<file path="src/rtl/rrt_pkg.sv">
package rrt_pkg;
    localparam int ARCH_W = 5;
    localparam int PHYS_W = 7;
    localparam int EW_W   = 2;

    typedef enum logic [1:0] {
        ST_IDLE  = 2'd0,
        ST_FILL  = 2'd1,
        ST_ARMED = 2'd2
    } rrt_state_e;

    typedef struct packed {
        logic [ARCH_W-1:0] key;
        logic              isint;
        logic [PHYS_W-1:0] tgt;
        logic              vec;
        logic [EW_W-1:0]   ew;
    } rrt_entry_t;
endpackage

</file>
<file path="src/rtl/rrt_entry_decode.sv">
module rrt_entry_decode
    import rrt_pkg::*;
(
    input  logic        fmt16,
    input  logic [15:0] raw,
    output rrt_entry_t  ent
);
    localparam int SHIFT = PHYS_W - ARCH_W;

    always_comb begin
        ent.key   = raw[ARCH_W-1:0];
        ent.isint = raw[5];
        ent.ew    = raw[7:6];
        if (fmt16) begin
            ent.tgt = raw[14:8];
            ent.vec = ~raw[15];
        end else begin
            ent.tgt = {raw[ARCH_W-1:0], {SHIFT{1'b0}}};
            ent.vec = 1'b1;
        end
    end
endmodule

</file>
<file path="src/rtl/rrt_ctrl.sv">
module rrt_ctrl
    import rrt_pkg::*;
#(
    parameter int DEPTH = 16,
    localparam int IDX_W = $clog2(DEPTH),
    localparam int CNT_W = IDX_W + 1
) (
    input  logic             clk,
    input  logic             rst_n,
    input  logic             load_start,
    input  logic             load_done,
    input  logic             wr_en,
    output logic             clear,
    output logic             wr_go,
    output logic [IDX_W-1:0] wr_idx,
    output logic             armed
);
    localparam logic [CNT_W-1:0] FULL = CNT_W'(DEPTH);

    rrt_state_e       state, nxt;
    logic [CNT_W-1:0] cnt;

    always_comb begin
        nxt = state;
        unique case (state)
            ST_IDLE:  if (load_start) nxt = ST_FILL;
            ST_FILL:  if (load_start) nxt = ST_FILL;
                      else if (load_done) nxt = ST_ARMED;
            ST_ARMED: if (load_start) nxt = ST_FILL;
            default:  nxt = ST_IDLE;
        endcase
    end

    always_ff @(posedge clk) begin
        if (!rst_n) begin
            state <= ST_IDLE;
            cnt   <= '0;
        end else begin
            state <= nxt;
            if (load_start)
                cnt <= '0;
            else if (wr_go)
                cnt <= cnt + 1'b1;
        end
    end

    always_comb begin
        clear  = load_start;
        wr_go  = (state == ST_FILL) && wr_en && !load_start && (cnt < FULL);
        wr_idx = cnt[IDX_W-1:0];
        armed  = (state == ST_ARMED);
    end
endmodule

</file>
<file path="src/rtl/rrt_lookup.sv">
module rrt_lookup
    import rrt_pkg::*;
#(
    parameter int DEPTH = 16
) (
    input  rrt_entry_t        ents [DEPTH],
    input  logic [DEPTH-1:0]  valid,
    input  logic              enable,
    input  logic [ARCH_W-1:0] key,
    input  logic              isint,
    output logic [PHYS_W-1:0] phys,
    output logic              vec,
    output logic [EW_W-1:0]   ew,
    output logic              hit
);
    rrt_entry_t sel;
    logic       found;

    // ascending scan: the highest matching slot (latest write) wins
    always_comb begin
        found = 1'b0;
        sel   = '0;
        for (int i = 0; i < DEPTH; i++) begin
            if (valid[i] && ents[i].key == key && ents[i].isint == isint) begin
                found = 1'b1;
                sel   = ents[i];
            end
        end
    end

    always_comb begin
        hit = enable && found;
        if (hit) begin
            phys = sel.tgt;
            vec  = sel.vec;
            ew   = sel.ew;
        end else begin
            phys = {{(PHYS_W-ARCH_W){1'b0}}, key};
            vec  = 1'b0;
            ew   = '0;
        end
    end
endmodule

</file>
<file path="src/rtl/reg_redirect_table.sv">
module reg_redirect_table
    import rrt_pkg::*;
#(
    parameter int DEPTH = 16
) (
    input  logic        clk,
    input  logic        rst_n,
    input  logic        load_start,
    input  logic        load_done,
    input  logic        wr_en,
    input  logic        wr_fmt,
    input  logic [15:0] wr_data,
    input  logic        is_int,
    input  logic [4:0]  rs1,
    input  logic [4:0]  rs2,
    input  logic [4:0]  rd,
    input  logic        pred_rd_tag,
    output logic [6:0]  rs1_phys,
    output logic        rs1_vec,
    output logic [1:0]  rs1_ew,
    output logic        rs1_hit,
    output logic [6:0]  rs2_phys,
    output logic        rs2_vec,
    output logic [1:0]  rs2_ew,
    output logic        rs2_hit,
    output logic [6:0]  rd_phys,
    output logic        rd_vec,
    output logic [1:0]  rd_ew,
    output logic        rd_hit,
    output logic        loop_go,
    output logic        pred_rd_use,
    output logic        armed
);
    localparam int IDX_W = $clog2(DEPTH);
    localparam int NOPS  = 3;

    logic             clear, wr_go;
    logic [IDX_W-1:0] wr_idx;
    rrt_entry_t       dec;
    rrt_entry_t       ents [DEPTH];
    logic [DEPTH-1:0] valid;

    rrt_ctrl #(.DEPTH(DEPTH)) u_ctrl (
        .clk(clk), .rst_n(rst_n), .load_start(load_start), .load_done(load_done),
        .wr_en(wr_en), .clear(clear), .wr_go(wr_go), .wr_idx(wr_idx), .armed(armed)
    );

    rrt_entry_decode u_dec (.fmt16(wr_fmt), .raw(wr_data), .ent(dec));

    for (genvar s = 0; s < DEPTH; s++) begin : g_slot
        always_ff @(posedge clk) begin
            if (!rst_n || clear) begin
                valid[s] <= 1'b0;
                ents[s]  <= '0;
            end else if (wr_go && wr_idx == IDX_W'(s)) begin
                valid[s] <= 1'b1;
                ents[s]  <= dec;
            end
        end
    end

    logic [ARCH_W-1:0] op_key  [NOPS];
    logic [PHYS_W-1:0] op_phys [NOPS];
    logic [EW_W-1:0]   op_ew   [NOPS];
    logic [NOPS-1:0]   op_vec, op_hit;

    assign op_key[0] = rs1;
    assign op_key[1] = rs2;
    assign op_key[2] = rd;

    for (genvar k = 0; k < NOPS; k++) begin : g_op
        rrt_lookup #(.DEPTH(DEPTH)) u_lk (
            .ents(ents), .valid(valid), .enable(armed), .key(op_key[k]), .isint(is_int),
            .phys(op_phys[k]), .vec(op_vec[k]), .ew(op_ew[k]), .hit(op_hit[k])
        );
    end

    always_comb begin
        rs1_phys    = op_phys[0]; rs1_vec = op_vec[0]; rs1_ew = op_ew[0]; rs1_hit = op_hit[0];
        rs2_phys    = op_phys[1]; rs2_vec = op_vec[1]; rs2_ew = op_ew[1]; rs2_hit = op_hit[1];
        rd_phys     = op_phys[2]; rd_vec  = op_vec[2]; rd_ew  = op_ew[2]; rd_hit  = op_hit[2];
        loop_go     = |(op_hit & op_vec);
        pred_rd_use = pred_rd_tag && op_hit[2];
    end
endmodule

</file>
<file path="config.mk">
export PLATFORM = sky130hd
export DESIGN_NAME = reg_redirect_table
export DESIGN_NICKNAME = d
export VERILOG_FILES = /design/src/rtl/rrt_pkg.sv /design/src/rtl/rrt_entry_decode.sv /design/src/rtl/rrt_ctrl.sv /design/src/rtl/rrt_lookup.sv /design/src/rtl/reg_redirect_table.sv
export SDC_FILE = /design/constraint.sdc
export NUM_CORES = 1
export LEC_CHECK = 0
export BUFFER_PORTS_ARGS = -buffer_cell sky130_fd_sc_hd__buf_2
export CAP_MARGIN = 20
export CORE_MARGIN = 3
export CORE_UTILIZATION = 53
export CTS_CLUSTER_SIZE = 30
export DETAILED_ROUTE_END_ITERATION = 10
export GPL_TIMING_DRIVEN = 0
export PLACE_DENSITY = 0.74
export SLEW_MARGIN = 10
export SYNTH_ARGS = -nofsm -noshare
export SYNTH_HDL_FRONTEND = slang
export SYNTH_SLANG_ARGS = --single-unit
</file>
<file path="constraint.sdc">
create_clock -name clk -period 2.35 [get_ports clk]
set_input_delay 0.235 -clock clk [delete_from_list [all_inputs] [get_ports clk]]
set_output_delay 0.235 -clock clk [all_outputs]
set_load 0.01 [all_outputs]
</file>
After elaboration in Yosys (flattened, before gate mapping)
Cells that the tools add are included.
{"block": "op_classes", "div_mod_pow": 0, "bitwise": 3, "muxes": 110, "n_reduce_logical": 128, "n_shift": 0, "n_lt_le_gt_ge": 1, "eq_ne": 83, "add_sub_neg": 1, "n_mul": 0}
{"cell": "$mux W10", "n": 48}
{"cell": "$eq A5 B5 Y1", "n": 48}
{"cell": "$logic_and A1 B1 Y1", "n": 119}
{"cell": "$mux W1", "n": 51}
{"cell": "$eq A4 B4 Y1 const B", "n": 8}
{"cell": "$mux W7", "n": 3}
{"cell": "$eq A1 B1 Y1", "n": 16}
{"cell": "$eq A4 B3 Y1 const B", "n": 4}
{"cell": "$mux W2", "n": 6}
{"cell": "$eq A4 B2 Y1 const B", "n": 2}
{"cell": "$mux W8", "n": 1}
{"cell": "$add A5 B1 Y5 const B", "n": 1}
{"cell": "$lt A5 B5 Y1 const B", "n": 1}
{"cell": "$eq A4 B1 Y1 const B", "n": 1}
{"cell": "$logic_not A4 Y1", "n": 1}
{"cell": "$pmux W2 S2", "n": 1}
{"cell": "$reduce_or A2 Y1", "n": 2}
{"cell": "$and A3 B3 Y3", "n": 1}
{"cell": "$ne A3 B3 Y1 const B", "n": 1}
{"cell": "$reduce_or A3 Y1", "n": 1}
{"cell": "$eq A2 B1 Y1 const B", "n": 1}
{"cell": "$eq A2 B2 Y1 const B", "n": 1}
{"cell": "$logic_not A1 Y1", "n": 2}
{"cell": "$logic_not A2 Y1", "n": 1}
{"cell": "other kinds (4)", "n": 5}
{"block": "totals", "romBits": 0, "output_inout_bits": 36, "ramBits": 0, "in_bits": 39, "regBits": 279, "n_memories": 0, "latch_bits": 0}

Longest topological paths before layout
{"block": "depth", "depth_word": 23, "ltp_mapped": 12, "depth_no_buf": 9}

Hierarchy
From an unflattened synthesis, not the netlist that was laid out.
{"block": "unflattened", "cells_unflattened": 2304, "hier_area_um2": 18823.1}
{"module": "reg_redirect_table", "instances": 1, "seq_area_each_um2": 5445.2, "area_each_um2": 9775.6, "cells_each": 933}
{"module": "rrt_lookup", "instances": 3, "seq_area_each_um2": 0.0, "area_each_um2": 2837.7, "cells_each": 437}
{"module": "rrt_ctrl", "instances": 1, "seq_area_each_um2": 140.1, "area_each_um2": 369.1, "cells_each": 43}
{"module": "rrt_entry_decode", "instances": 1, "seq_area_each_um2": 0.0, "area_each_um2": 165.2, "cells_each": 17}

Least setup slack after synthesis
No wires, ideal clock.
{"block": "synth_path", "kind": "input-to-output", "start": "input rs1[0]", "end": "output rs1_phys[5]", "path_buffers": 3, "arrival_time_ns": 2.390, "path_stages": 11, "setup_slack_ns": -0.275, "path_cell_list": "buf_2 buf_4 xnor2_1 nand3_1 nor2_1 clkbuf_1 a221oi_1 o311a_1 nor3_1 o31ai_1 a221oi_1"}
{"block": "synth_via", "elab_chain_len": 21}
{"item": "from (decl)", "line_no": "reg_redirect_table.sv:14", "rtl": "input logic [4:0] rs1,"}
{"item": "$eq A5 B5 Y1", "line_no": "rrt_lookup.sv:24", "rtl": "if (valid[i] && ents[i].key == key && ents[i].isint == isint) begin"}
{"item": "$logic_and A1 B1 Y1 (2 in a row)", "line_no": "rrt_lookup.sv:24"}
{"item": "$mux W1 (16 in a row)", "line_no": "rrt_lookup.sv:24"}
{"item": "$logic_and A1 B1 Y1", "line_no": "rrt_lookup.sv:32", "rtl": "hit = enable && found;"}
{"item": "$mux W7 *", "line_no": "rrt_lookup.sv:33", "rtl": "if (hit) begin"}
{"item": "to (decl)", "line_no": "reg_redirect_table.sv:18", "rtl": "output logic [6:0] rs1_phys,"}
Every way passes the cells marked *; elsewhere a longest branch is shown, timed or not.

Worst setup path after layout
{"block": "layout_path", "start": "register, netlist name ents[255]", "end": "output rd_phys[2]"}
{"block": "layout_via", "elab_chain_len": 21}
{"item": "$eq A5 B5 Y1 *", "line_no": "rrt_lookup.sv:24"}
{"item": "$logic_and A1 B1 Y1 * (2 in a row)", "line_no": "rrt_lookup.sv:24"}
{"item": "$mux W1 (16 in a row)", "line_no": "rrt_lookup.sv:24"}
{"item": "$logic_and A1 B1 Y1", "line_no": "rrt_lookup.sv:32"}
{"item": "$mux W7 *", "line_no": "rrt_lookup.sv:33"}
{"item": "to (decl)", "line_no": "reg_redirect_table.sv:26", "rtl": "output logic [6:0] rd_phys,"}
Marked as above.

==> flow_metrics.py <==
metrics = {
    "detailed_routing": {
        "first_pass_iters": 8,
        "wire_per_inst_um": 30.3,
        "drt_iter0_drc": 3957,
        "vias_per_cell": 7.11,
        "drc": 0,
        "ant_nets": 0,
        "wl_mm": 95.2,
        "vias": 22300,
    },
    "finish": {
        "fin_nets": 2709,
        "fin_area_mm2": 0.0239,
        "final.fill_count": 2685,
        "drive_gt1_frac": 0.260,
        "utilization": 0.708,
        "syn2layout_area_growth_pct": 31.3,
    },
    "floorplan": {
        "die_y_um": 191,
        "die_area_mm2": 0.0365,
        "fp-row-count": 67,
        "start_util": 0.539,
        "io_pins": 75,
        "die_x_um": 191,
        "core_area_mm2": 0.0337,
    },
    "power": {
        "swShare": 0.277,
        "power_frac_seq": 0.418,
        "p_leak_nw": 8.32,
        "p_sw_w": 0.00313,
        "power_density_mw_per_mm2": 474,
        "peakVddDrop_uv": 782,
        "power.total_w": 0.0113,
        "p_clk_frac": 0.491,
        "p_int_w": 0.00818,
        "power_frac_comb": 0.090,
    },
    "sta": {
        "period_minus_slack_ns": 3.60,
        "setup_slack_ns": -1.25,
        "max_freq_ghz": 0.278,
        "post-route-period-util": 1.53,
        "maxSlewHeadroom": 0.197,
        "clock_skew_ns": 0.0154,
        "worst_pin_slew_ns": 1.17,
        "finalMaxSlewViolations": 0,
        "finalHoldViolCount": 0,
        "setup_viol": 40,
        "rsz0062_at_grt": "yes",
    },
    "critical_path": {
        "arrival_ns": 3.36,
        "crit_chain": "xnor2_2 -> nand4_1 -> nor3_4 -> buf_6 -> a311oi_1 -> or3_1 -> a311o_1 -> o2111a_1 -> o31ai_4 -> buf_2",
        "slowest_stage": "or3_1",
        "startpoint_type": "flip-flop",
        "cp_max_fo": 3,
        "crit_type": "flip-flop to output pin",
        "required_ns": 2.12,
        "regToRegStartpoint": "u_ctrl.state[0]",
        "max_stage_delay_ns": 0.43,
        "end_kind": "output pin",
        "cp-startpoint": "ents[255]",
    },
    "outcome": {
        "violations": "negative setup slack",
        "status": "finished, violations left",
    },
    "yosys": {
        "ys_warn_count": 0,
        "synth.avg_cell_area_um2": 7.37,
        "synth-compound-area-share": 0.242,
        "synthDistinctLibCells": 87,
        "synth_edf_count": 0,
        "seq_area_frac_synth": 0.307,
        "synth_seq_cells": 279,
        "synthesis.nets": 2509,
        "synthMuxAreaShare": 0.00682,
        "synth-xor-area-share": 0.127,
        "async_reset_ff_frac": 0,
        "synth_cells": 2466,
        "synthAdderAreaFrac": 0.00275,
        "yosys.area_share.simple": 0.254,
        "synth_area_mm2": 0.0182,
        "synth_top_family_by_area": "simple AND/OR/NAND/NOR gates",
        "synth_top_flop_cell": "dfxtp_1",
    },
    "worst_hold_path": {
        "hold_path.startpoint": "wr_data[7]",
        "hp-class": "input pin to flip-flop",
    },
    "clocking": {
        "clock-sinks": 279,
        "cts-buffers-inserted": 34,
        "clkTransAtPathRegs_ns": 0.06,
        "clk_path_buf_depth": 3,
        "cts_tree": "built",
        "htreeDepth": 2,
        "root_buffer": "clkbuf_16",
        "insertion_delay_ns": 0.58,
    },
    "global_route": {
        "antenna_found_initial": 1,
        "grt_pass1_vias": 20600,
        "grt_usage": 0.495,
        "grt_max_degree": 14,
        "grt_pass1_wl_mm": 133,
        "grt_overflow": 0,
    },
    "placement": {
        "dp_slack_ns": -1.50,
        "dpl.hpwl_mm": 67.3,
        "dpl_cell_area_mm2": 0.0194,
        "gp_congestion": 1.10,
        "io_buffers": 49,
    },
    "flow_run": {
        "cap_violations": 0,
    },
}
through the flow:
step	setup TNS (ns)	cells	hold slack, ns
after floorplan	-1.95	2466	0.352
after global placement	-92.33	2963	0.445
after detailed placement	-95.72	2967	0.459
after CTS	-34.74	3105	0.0813
after global routing	-39.64	3140	0.104
final	-39.78	3144	0.100
registers in the layout, summed over array words and instances (netlist names):
name          count
u_ctrl.state      2
ents            256
valid            16
u_ctrl.cnt        5
final timing paths:
kind / end / slack (ns) / cells after the start
max: rd_phys[2] / -1.25 / 10
min: ents[1] / 0.10 / 3
max reg2reg: ents[219] / -0.05 / 7
min reg2reg: ents[96] / 0.47 / 2
synth_stat cells, types with 5 or more instances:
master,instances,share of area
dfxtp_1,279,0.31
or4_1,12,0.0050
o211ai_1,14,0.0058
nor2_1,314,0.065
inv_1,34,0.0070
xor2_1,86,0.041
a2111oi_0,9,0.0043
o221ai_1,25,0.012
or2_2,10,0.0034
a221oi_1,40,0.019
a211oi_1,108,0.045
nand2b_1,9,0.0031
o31a_1,5,0.0024
o21ai_0,57,0.016
buf_1,5,0.0010
nor4_2,5,0.0034
nand3_1,62,0.017
nand2_1,397,0.082
a311oi_1,9,0.0043
and2_1,13,0.0045
xnor2_1,170,0.082
a31oi_1,19,0.0065
a311o_1,6,0.0033
and4_1,12,0.0058
o2111ai_1,5,0.0024
o22ai_1,34,0.012
clkbuf_1,154,0.032
o311a_1,7,0.0039
a22oi_1,11,0.0045
a21oi_1,227,0.063
buf_6,11,0.0068
o31ai_1,11,0.0045
nand4_1,45,0.015
buf_2,20,0.0055
and3_1,15,0.0052
o311ai_0,5,0.0024
nor3_2,5,0.0028
mux2i_1,9,0.0050
a21o_1,6,0.0025
or3_1,28,0.0096
nor3_1,65,0.018
nor4_1,15,0.0052
buf_4,16,0.0066
metal layers:
layer,track usage,up-vias,routed length [um]
met5,0,-,0
met4,0.329,0,7730
met3,0.137,557,13500
met2,0.709,2014,39000
met1,0.647,10600,35000
li1,-,9189,-
power groups by stage:
stage	combinational [W]	sequential, W	clock (W)
after floorplan	0.000565	0.00484	0
after global routing	0.00104	0.00473	0.00567
after global placement	0.000861	0.00485	0
final	0.00102	0.00473	0.00556
after detailed placement	0.000879	0.00485	0
after CTS	0.000943	0.00473	0.00549
layout by cell type, fill, tap and decap left out, types with 45 or more instances in the layout:
master	count
a21oi_1	209
xnor2_1	152
dfxtp_1	215
nand2_1	379
buf_6	63
clkbuf_1	90
buf_4	81
dfxtp_2	55
nand3_1	55
buf_2	53
nand4_1	45
xor2_1	69
nor2_1	299
a211oi_1	101
critical path, delay by kind of cell, from the launching register on:
kind,cells,cell delay [ns]
AO/OA/AOI/OAI,4,0.87
XOR/XNOR,1,0.17
buffers and inverters,2,0.34
flip-flops,1,0.36
AND/OR/NAND/NOR,3,1.04
cells by family (layout without fill, tap and decap cells):
logic type	after synthesis	after routing
AOI/OAI and AO/OA	647	647
xor gates and xnor gates	259	259
adders and majority gates	4	4
buffers and inverters	242	467
DFF	279	279
muxes	12	12
other	0	5
and+or+nand+nor	1023	1023
layout make-up:
cell class / instances / area (um2) / share of cell area
repair buffers: 176 / 1550 / 0.0648
diodes: 5 / 12.5 / 0.000525
flip-flops and latches: 279 / 5690 / 0.238
multi-input cells: 1945 / 13400 / 0.564
well taps: 448 / 561 / 0.0235
inverters: 35 / 138 / 0.00577
plain buffers: 195 / 1310 / 0.0551
clock buffers: 43 / 955 / 0.0400
clock inverters: 18 / 195 / 0.00818
what timing repair did:
action / in CTS / in global routing
gates cloned: 3 / 0
endpoints found under the hold margin: 2 / 0
endpoints found under the setup margin: 123 / 149
hold buffers: 3 / 0
pin swaps: 96 / 71
buffers inserted: 85 / 43
resized for setup: 416 / 148
Note: power is estimated with default switching activity, not from simulation.
